===== src/rtl/proof_pkg.sv =====
package proof_pkg;

    typedef enum logic [2:0] {
        PS_WAIT      = 3'd0,
        PS_UNSTABLE  = 3'd1,
        PS_MATCH     = 3'd2,
        PS_LOCK_LOW  = 3'd3,
        PS_LOCK_HIGH = 3'd4
    } proof_state_e;

endpackage


===== src/rtl/proof_fsm.sv =====
module proof_fsm
    import proof_pkg::*;
(
    input  logic clk,
    input  logic rst,
    input  logic cmd,
    input  logic fb,
    input  logic cmd_chg,
    input  logic fb_chg,
    input  logic cmd_done,
    input  logic fb_done,
    output logic stuck_low,
    output logic stuck_high
);

    proof_state_e state_q, state_d, verdict;
    logic         fb_seen_q;
    logic         fb_stable;
    logic         start_check;

    assign fb_stable   = fb_done && !fb_chg;
    assign start_check = cmd_done || (fb_stable && fb_seen_q);

    always_comb begin
        if (!fb_stable) begin
            verdict = PS_UNSTABLE;
        end else if (cmd == fb) begin
            verdict = PS_MATCH;
        end else if (cmd) begin
            verdict = PS_LOCK_LOW;
        end else begin
            verdict = PS_LOCK_HIGH;
        end
    end

    always_comb begin
        state_d = state_q;
        if (cmd_chg) begin
            state_d = PS_WAIT;
        end else begin
            unique case (state_q)
                PS_WAIT:      state_d = start_check ? verdict : PS_WAIT;
                PS_UNSTABLE:  state_d = verdict;
                PS_MATCH:     state_d = verdict;
                PS_LOCK_LOW:  state_d = verdict;
                PS_LOCK_HIGH: state_d = verdict;
                default:      state_d = PS_WAIT;
            endcase
        end
    end

    always_ff @(posedge clk) begin
        if (rst) begin
            state_q   <= PS_WAIT;
            fb_seen_q <= 1'b1;
        end else begin
            state_q <= state_d;
            if (cmd_chg) begin
                fb_seen_q <= fb_chg;
            end else if (fb_chg) begin
                fb_seen_q <= 1'b1;
            end
        end
    end

    always_comb begin
        stuck_low  = 1'b0;
        stuck_high = 1'b0;
        unique case (state_q)
            PS_UNSTABLE:  begin stuck_low = 1'b1; stuck_high = 1'b1; end
            PS_LOCK_LOW:  stuck_low  = 1'b1;
            PS_LOCK_HIGH: stuck_high = 1'b1;
            default:      ;
        endcase
    end

    AST_CMD_CHG_WAITS: assert property (@(posedge clk) disable iff (rst)
        cmd_chg |=> (!stuck_low && !stuck_high));

    AST_FB_MOVE_UNSTABLE: assert property (@(posedge clk) disable iff (rst)
        (fb_chg && !cmd_chg && state_q != PS_WAIT) |=> (stuck_low && stuck_high));

    AST_STABLE_MATCH: assert property (@(posedge clk) disable iff (rst)
        (state_q != PS_WAIT && !cmd_chg && !fb_chg && fb_done && cmd == fb)
        |=> (!stuck_low && !stuck_high));

    AST_LOCK_LOW_ONLY: assert property (@(posedge clk) disable iff (rst)
        (state_q != PS_WAIT && !cmd_chg && !fb_chg && fb_done && cmd && !fb)
        |=> (stuck_low && !stuck_high));

    AST_LOCK_HIGH_ONLY: assert property (@(posedge clk) disable iff (rst)
        (state_q != PS_WAIT && !cmd_chg && !fb_chg && fb_done && !cmd && fb)
        |=> (!stuck_low && stuck_high));

    AST_WAIT_HOLDS: assert property (@(posedge clk) disable iff (rst)
        (state_q == PS_WAIT && !cmd_done && !fb_done) |=> (!stuck_low && !stuck_high));

endmodule


===== config.mk =====
export PLATFORM = sky130hd
export DESIGN_NAME = proof_fsm
export DESIGN_NICKNAME = d
export VERILOG_FILES = /design/src/rtl/proof_pkg.sv /design/src/rtl/proof_fsm.sv
export SDC_FILE = /design/constraint.sdc
export NUM_CORES = 1
export LEC_CHECK = 0
export BUFFER_PORTS_ARGS = -buffer_cell sky130_fd_sc_hd__buf_4
export CORE_AREA = 2 2 39 41
export DETAILED_ROUTE_END_ITERATION = 10
export DIE_AREA = 0 0 41 43
export PLACE_DENSITY_LB_ADDON = 0.12
export REMOVE_ABC_BUFFERS = 1
export SYNTH_ARGS = -nofsm -noshare
export SYNTH_HDL_FRONTEND = slang
export SYNTH_SLANG_ARGS = --single-unit

===== constraint.sdc =====
create_clock -name clk -period 1.6 [get_ports clk]
set_clock_uncertainty 0.1 [all_clocks]
set_input_delay 0.32 -clock clk [delete_from_list [all_inputs] [get_ports clk]]
set_output_delay 0.32 -clock clk [all_outputs]
set_load 0.01 [all_outputs]

[Word-level counts from Yosys, hierarchy flattened]
Cells that the tools add are included.
Storage, ports and cells
  bits in registers: 4
  input port bits: 8
  output and inout port bits: 2
  word-level logic and storage cells: 26
Operators by class
  equality and inequality tests: 5
  muxes and demuxes: 9
  reductions and logical operators: 10
Operator list (number)
  two-way mux 3 bit: 4
  == test 3 x 2 -> 1 bit (second input constant): 2
  one-hot mux 3 bit (2 select lines): 1
  OR reduction 2 bit: 3
  two-way mux 1 bit: 4
  OR reduction 4 bit: 1
  == test 3 x 1 -> 1 bit (second input constant): 1
  == test 3 bit (second input constant): 1
  zero test 3 bit: 1
  logical AND 1 bit: 2
  nonzero test 2 bit: 1
  == test 1 bit: 1
  zero test 1 bit: 1
  logical OR 1 bit: 1

[Logic depth before layout (Yosys ltp)]
Gate-level depths: netlist of the first run.
  depth in word-level cells: 6
  depth in mapped cells: 3
  mapped depth without buffers: 3

[Least setup slack after synthesis of the first run]
OpenSTA, ideal clock, no wires.
  kind: register to register
  from: register state_q[2]
  to: register state_q[2]
  setup time: 0.121 ns
  arrival time: 1.091 ns
  data required time: 1.379 ns
  setup slack: 0.288 ns
  cell stages (with the launch flop): 4
  buffers on the path: 0
  clock period less this slack: 1.312 ns
  cells stage by stage: dfxtp_1 -> or4_4 -> o2111ai_2 -> nor3b_1
Between the ends
  cells in the longest elaborated chain, start to end: 3
  elaborated cells between the ends (all ways): 7
  those cells by class: eq/ne: 4; mux: 1; reduce/logical: 2
RTL lines
  start, declared: line proof_fsm.sv:16  | proof_state_e state_q, state_d, verdict;
  start signal, assigned: line proof_fsm.sv:57  | state_q <= state_d;
  == test 3 bit (tied with other cells): line proof_fsm.sv:41  | unique case (state_q)
  OR reduction 4 bit (no source line)
  one-hot mux 3 bit (2 select lines) (*): line proof_fsm.sv:41
Every way passes the cells marked *; elsewhere a longest branch is shown, timed or not.
A chain may end at the register's enable or synchronous reset.

[Worst setup path after layout of the first run]
Same ends and word-level chain as after synthesis.

==> flow_summary.yaml, run 1 <==
clock_network:
  tritoncts: "done"
  htree_levels: 1
  clock_path_buffers: 2
  cts_resized: 0
  post_cts_buffers: 0
  cts-root-buf: "clkbuf_4"
  holdBufCountCts: 0
  cts_sinks: 4
  cts.clk_slew.worst_paths_ps: 40
  clock_latency_ps: 240
  cts_buffers: 3
layout:
  fillers: 157
  antennaDiodeCount: 0
  mostFrequentLayoutCells: "buf_4 (9), dfxtp_1 (4), nor2_1 (3), o21ai_0 (3), clkbuf_4 (3)"
  final_area_um2: 300
  final_cells: 50
  drive_gt1_share_pct: 41.2
  nets: 44
  fin_util_pct: 21.7
  final_common_cell: "buf_4"
  area_growth_pct: 57.9
drt:
  num_vias: 195
  drt_wl_total_um: 393
  via_per_inst: 3.90
  wire_per_inst_um: 7.86
  dr.pass1.iters: 2
  postRouteAntennaNets: 0
  drt_iter0_drc: 1
  route.detailed.drc: 0
place:
  routabilityCongestion: 0.662
  place_inst: 47
  dp_slack_ps: 246
  dpl_cell_area_um2: 278
  io_buffers: 9
  place_hpwl_um: 320
yosys:
  yosys_warnings: 0
  synth_area_per_cell_um2: 8.64
  syn_area_um2: 190
  synth.ff_latch_count: 4
  synth-seq-area-share_pct: 42.1
  yosysUniqueCellTypes: 11
  syn_inst: 22
sta:
  min_period_ps: 1370
  fin_crit_sh_pct: 85.4
  drv_slew: 0
  finalHoldViolCount: 0
  rsz0062_at_grt: "false"
  fmax_mhz: 732
  worst_pin_slew_ps: 311
  finalSetupViolCount: 0
  relSlewSlack_pct: 79.0
  setup_tns_ps: 0
  worst_slack_ps: 234
global_route:
  grt_use_met1_pct: 6.07
  grt.busiest_layer: "met4"
  met2_usage_pct: 5.94
  grt_overflow: 0
  grt_util_met3_pct: 4.71
  grt_pass1_wl_um: 614
  grt_pass1_vias: 164
  grt.total_usage_pct: 6.51
  antenna_found_initial: 0
  grt_max_degree: 5
power:
  vdd_ir_drop_max_v: 0.000266
  p_leak_nw: 0.134
  pwr_density_cell_nw_per_um2: 895
flow_run:
  maxCapViolCount: 0
worst_setup_path:
  start_kind: "flop"
  crit_arrival_ps: 1380
  worst-setup-path-type: "reg -> reg"
  required_ps: 1620
  endpoint_kind: "flop"
  crit_fanout: 4
floorplan:
  floorplan.initialDensity_pct: 13.7
  chipWidth_um: 41
  dieArea_um2: 1760
  dieHeight_um: 43
  row_count: 14
  coreArea_um2: 1380
  pin_count: 10
hold_path:
  holdCritPathClass: "in -> reg"
status:
  status: "complete, no violations"
[final timing paths]
kind	from	to	cells past startpoint	slack (ps)
worst max-delay path	state_q[2]	state_q[2]	3	230
worst min-delay path	cmd	state_q[2]	2	160
worst max register to register	state_q[2]	state_q[2]	3	230
worst min register to register	fb_seen_q	fb_seen_q	2	390
[where the power goes]
group	total (mW)	leakage, nW	switching [mW]	internal, mW
combinational	0.0378	0.0877	0.0141	0.0237
sequential	0.107	0.0327	0.00313	0.104
clock	0.124	0.0138	0.0402	0.0838
[logic make-up after synthesis]
family,after synthesis,share of synthesized area [%]
compound gates,6,21.0
xor+xnor,1,4.61
buf+inv,2,3.95
flops,4,42.1
simple gates,9,28.3
[cell type report]
type / instances / area [um^2] / share of cell area [%]
tap: 16 / 20.0 / 6.67
inverter: 2 / 7.51 / 2.50
clock buffer: 3 / 22.5 / 7.50
multi-input combinational: 16 / 103 / 34.2
sequential: 4 / 80.1 / 26.7
timing repair buffer: 9 / 67.6 / 22.5
[state kept, by name (all words and copies together) (netlist names)]
register   flops
fb_seen_q      1
state_q        3
[stage by stage]
step | hold slack [ps] | power (mW)
floorplan | 296 | 0.125
global placement | 396 | 0.147
detailed placement | 390 | 0.147
CTS | 157 | 0.271
global route | 152 | 0.283
finish | 156 | 0.269
[Yosys cell counts]
library cell  n  area (um^2)
a21oi_1       2         10.0
dfxtp_1       4         80.1
inv_1         2         7.51
nand2_1       1         3.75
nor2_1        3         11.3
nor2b_1       2         12.5
nor3b_1       2         15.0
o2111ai_2     1         15.0
o21ai_0       3         15.0
or4_4         1         11.3
xnor2_1       1         8.76
[metal layers]
layer	wire, um	share of wire (%)
met2	147	37
met3	47	12
met1	160	41
met5	0	0
met4	38	9.7
[worst max-delay path: stages (launching register included)]
cell       delay, ps
dfxtp_1          320
or4_4            550
o2111ai_2        210
nor3b_1           70
Note: power is estimated with default switching activity, not from simulation.
==> run 2: changes to the inputs <==
- MAX_ROUTING_LAYER: default -> met4
==> flow_summary.yaml, run 2 (synthesis results as in run 1) <==
layout:
  drive_gt1_share_pct: 41.2
  final_area_um2: 300
  nets: 44
  multi_input_area_um2: 103
  largestRegisters: "state_q (3), fb_seen_q (1)"
  final_common_cell: "buf_4"
  fin_util_pct: 21.7
  largest_reg_flops: 3
  area_growth_pct: 57.9
  top_register: "state_q"
  fillers: 157
  register_area_um2: 80.1
  mostFrequentLayoutCells: "buf_4 (9), dfxtp_1 (4), nor2_1 (3), o21ai_0 (3), clkbuf_4 (3)"
  antennaDiodeCount: 0
sta:
  finalHoldViolCount: 0
  fin_crit_sh_pct: 85.4
  worst_pin_slew_ps: 312
  drv_slew: 0
  min_period_ps: 1370
  fin_hold_ws_ps: 156
  rsz0062_at_grt: "false"
  finalSetupViolCount: 0
  setup_tns_ps: 0
  relSlewSlack_pct: 79.0
  fmax_mhz: 732
clock_network:
  cts_buffers: 3
  cts_sinks: 4
  cts-root-buf: "clkbuf_4"
  cts.clk_slew.worst_paths_ps: 40
  clock_latency_ps: 230
  tritoncts: "done"
  post_cts_buffers: 0
  cts_resized: 0
  clock_path_buffers: 2
  holdBufCountCts: 0
  htree_levels: 1
drt:
  postRouteAntennaNets: 0
  wire_per_inst_um: 7.94
  via_per_inst: 3.90
  dr.pass1.iters: 2
  drt_wl_total_um: 397
  route.detailed.drc: 0
  num_vias: 195
  drt_iter0_drc: 1
global_route:
  grt_max_degree: 5
  grt_pass1_vias: 164
  grt.total_usage_pct: 6.67
  antenna_found_initial: 0
  grt_pass1_wl_um: 614
  grt_overflow: 0
power:
  p_seq_share_pct: 39.8
  swShare_pct: 21.4
  pwr_density_cell_nw_per_um2: 895
  power_frac_comb_pct: 14.1
  p_sw_mw: 0.0574
  vdd_ir_drop_max_v: 0.000266
  intPower_mw: 0.211
  p_leak_nw: 0.134
  p_clk_share_pct: 46.1
worst_setup_path:
  endpoint_kind: "flop"
  crit_fanout: 4
  start_kind: "flop"
  crit_arrival_ps: 1380
  required_ps: 1620
  rrSetupSlack_ps: 230
  worst-setup-path-type: "reg -> reg"
floorplan:
  pin_count: 10
  chipWidth_um: 41
  dieHeight_um: 43
  floorplan.initialDensity_pct: 13.7
  row_count: 14
  coreArea_um2: 1380
  dieArea_um2: 1760
flow_run:
  maxCapViolCount: 0
place:
  io_buffers: 9
  dpl_cell_area_um2: 278
  place_hpwl_um: 320
  routabilityCongestion: 0.668
hold_path:
  holdCritPathClass: "in -> reg"
status:
  status: "complete, no violations"
-- run 2: final cells by class --
| class | count | area share, % |
|---|---|---|
| Sequential cell | 4 | 26.7 |
| Inverter | 2 | 2.50 |
| Clock buffer | 3 | 7.50 |
| Timing Repair Buffer | 9 | 22.5 |
| Multi-Input combinational cell | 16 | 34.2 |
| Tap cell | 16 | 6.67 |
-- run 2: through the flow --
step	instances	total power [mW]	setup WS (ps)
2_1_floorplan	22	0.125	288
3_3_place_gp	47	0.147	235
3_5_place_dp	47	0.147	246
4_1_cts	50	0.271	236
5_1_grt	50	0.283	155
6_report	50	0.269	234
-- run 2: final timing paths --
check / from / end / cells after the start
max: state_q[2] / state_q[2] / 3
min: cmd / state_q[2] / 2
max reg2reg: state_q[2] / state_q[2] / 3
min reg2reg: fb_seen_q / fb_seen_q / 2
-- run 2: critical path: stages, from the launching register on --
cell,delay [ps]
dfxtp_1,320
or4_4,550
o2111ai_2,210
nor3b_1,70
-- run 2: routing by layer --
layer	wire [um]	GRT usage, %
met1	160	6.07
met2	147	5.94
met3	51	4.71
met4	38	12.0
met5	0	-
-- run 2: power by group through the flow --
stage	clock, mW	sequential (mW)	combinational [mW]
after floorplan	0	0.108	0.0173
after global placement	0	0.109	0.0379
after detailed placement	0	0.109	0.0380
after CTS	0.126	0.107	0.0383
after global routing	0.134	0.108	0.0411
final	0.124	0.107	0.0378
==> run 3: changes to the inputs <==
--- a/config.mk
+++ b/config.mk
@@ -6,4 +6,5 @@
 export NUM_CORES = 1
 export LEC_CHECK = 0
+export ABC_CLOCK_PERIOD_IN_PS = 1600
 export BUFFER_PORTS_ARGS = -buffer_cell sky130_fd_sc_hd__buf_4
 export CORE_AREA = 2 2 39 41
==> constraint.sdc (replaced) <==
create_clock -name clk -period 1.6 [get_ports clk]
set_clock_uncertainty 0.1 [all_clocks]
set_input_delay 0.08 -clock clk [delete_from_list [all_inputs] [get_ports clk]]
set_output_delay 0.08 -clock clk [all_outputs]
set_load 0.01 [all_outputs]
==> flow_summary.yaml, run 3 (synthesis results as in run 1) <==
floorplan:
  chipWidth_um: 41
  coreArea_um2: 1380
  dieArea_um2: 1760
  pin_count: 10
  floorplan.initialDensity_pct: 13.7
  dieHeight_um: 43
  row_count: 14
power:
  p_clk_share_pct: 44.9
  p_sw_mw: 0.0586
  p_seq_share_pct: 38.8
  power_frac_comb_pct: 16.4
  intPower_mw: 0.218
  vdd_ir_drop_max_v: 0.000275
  swShare_pct: 21.2
  p_leak_nw: 0.149
  pwr_density_cell_nw_per_um2: 811
global_route:
  grt_max_degree: 5
  grt_overflow: 0
  grt_pass1_vias: 180
  grt_pass1_wl_um: 669
  antenna_found_initial: 0
  grt.total_usage_pct: 7.08
worst_setup_path:
  crit_arrival_ps: 1380
  crit_fanout: 4
  slowest_stage: "or4_4"
  required_ps: 1620
  endpoint_kind: "flop"
  crit_cells: 3
  slowest_delay_ps: 550
  crit_family: "simple AND/OR/NAND/NOR gates"
  timing.critical_path.buf_inv: 0
  worst-setup-path-type: "reg -> reg"
  start_kind: "flop"
  reg2regPathDepth: 3
  path_cells: "or4_4 > o2111ai_2 > nor3b_1"
hold_path:
  holdCritPathClass: "in -> reg"
  hold_path_depth: 4
drt:
  postRouteAntennaNets: 0
  wire_per_inst_um: 7.65
  drt_iter0_drc: 1
  dr.pass1.iters: 2
  via_per_inst: 3.91
  drt_wl_total_um: 413
  num_vias: 211
  route.detailed.drc: 0
sta:
  fmax_mhz: 732
  worst_pin_slew_ps: 312
  rsz0062_at_grt: "false"
  relSlewSlack_pct: 79.0
  drv_slew: 0
  min_period_ps: 1370
  finalHoldViolCount: 0
  worst_slack_ps: 234
  setup_tns_ps: 0
  finalSetupViolCount: 0
  fin_hold_ws_ps: 30.1
  fin_crit_sh_pct: 85.4
place:
  routabilityCongestion: 0.668
  dp_slack_ps: 246
  place_hpwl_um: 320
  io_buffers: 9
clock_network:
  clock_latency_ps: 230
  cts_resized: 0
  cts-root-buf: "clkbuf_4"
  clock_path_buffers: 2
  tritoncts: "done"
  cts_buffers: 3
  cts_sinks: 4
  post_cts_buffers: 0
  cts.clk_slew.worst_paths_ps: 40
  htree_levels: 1
  holdBufCountCts: 4
layout:
  largest_reg_flops: 3
  area_growth_pct: 78.9
  top_register: "state_q"
  final_common_cell: "buf_4"
  fin_util_pct: 24.6
  antennaDiodeCount: 0
  drive_gt1_share_pct: 36.8
  mostFrequentLayoutCells: "buf_4 (9), dfxtp_1 (4), dlygate4sd3_1 (4)"
  nets: 48
  largestRegisters: "state_q (3), fb_seen_q (1)"
flow_run:
  maxCapViolCount: 0
status:
  status: "complete, no violations"
[run 3: worst paths after layout]
check                   from         end  slack (ps)
hold reg to reg    fb_seen_q  state_q[0]         450
hold / removal           rst  state_q[0]          30
setup / recovery  state_q[2]  state_q[2]         230
setup reg to reg  state_q[2]  state_q[2]         230
[run 3: power groups by stage]
stage	clock [mW]	combinational, mW	sequential, mW
detailed placement	0	0.0380	0.109
CTS	0.126	0.0456	0.107
global placement	0	0.0379	0.109
floorplan	0	0.0173	0.108
global route	0.134	0.0491	0.108
finish	0.124	0.0452	0.107
[run 3: area by class of cell]
class | instances | area, um^2
flip-flops and latches | 4 | 80.1
repair buffers | 13 | 108
well taps | 16 | 20.0
fillers | 155 | 1040
multi-input cells | 16 | 103
inverters | 2 | 7.51
clock buffers | 3 | 22.5
[run 3: per-stage QoR]
step / power (mW) / std cells / cell area, um^2
2_1_floorplan: 0.125 / 22 / 190
3_3_place_gp: 0.147 / 47 / 278
3_5_place_dp: 0.147 / 47 / 278
4_1_cts: 0.279 / 54 / 340
5_1_grt: 0.291 / 54 / 340
6_report: 0.276 / 54 / 340
[run 3: layer usage]
layer / part of all wire [%] / vias up / track usage [%] / wire (um)
li1: - / 108 / - / -
met1: 40 / 86 / 6.71 / 167
met2: 38 / 12 / 6.56 / 158
met3: 12 / 5 / 4.71 / 49
met4: 9.2 / 0 / 12.0 / 38
met5: 0 / - / - / 0
[run 3: worst reg2reg max path: cells and delay by family (launching register included)]
family / cells / cell delay, ps
simple gates: 2 / 620
flops: 1 / 320
compound gates: 1 / 210
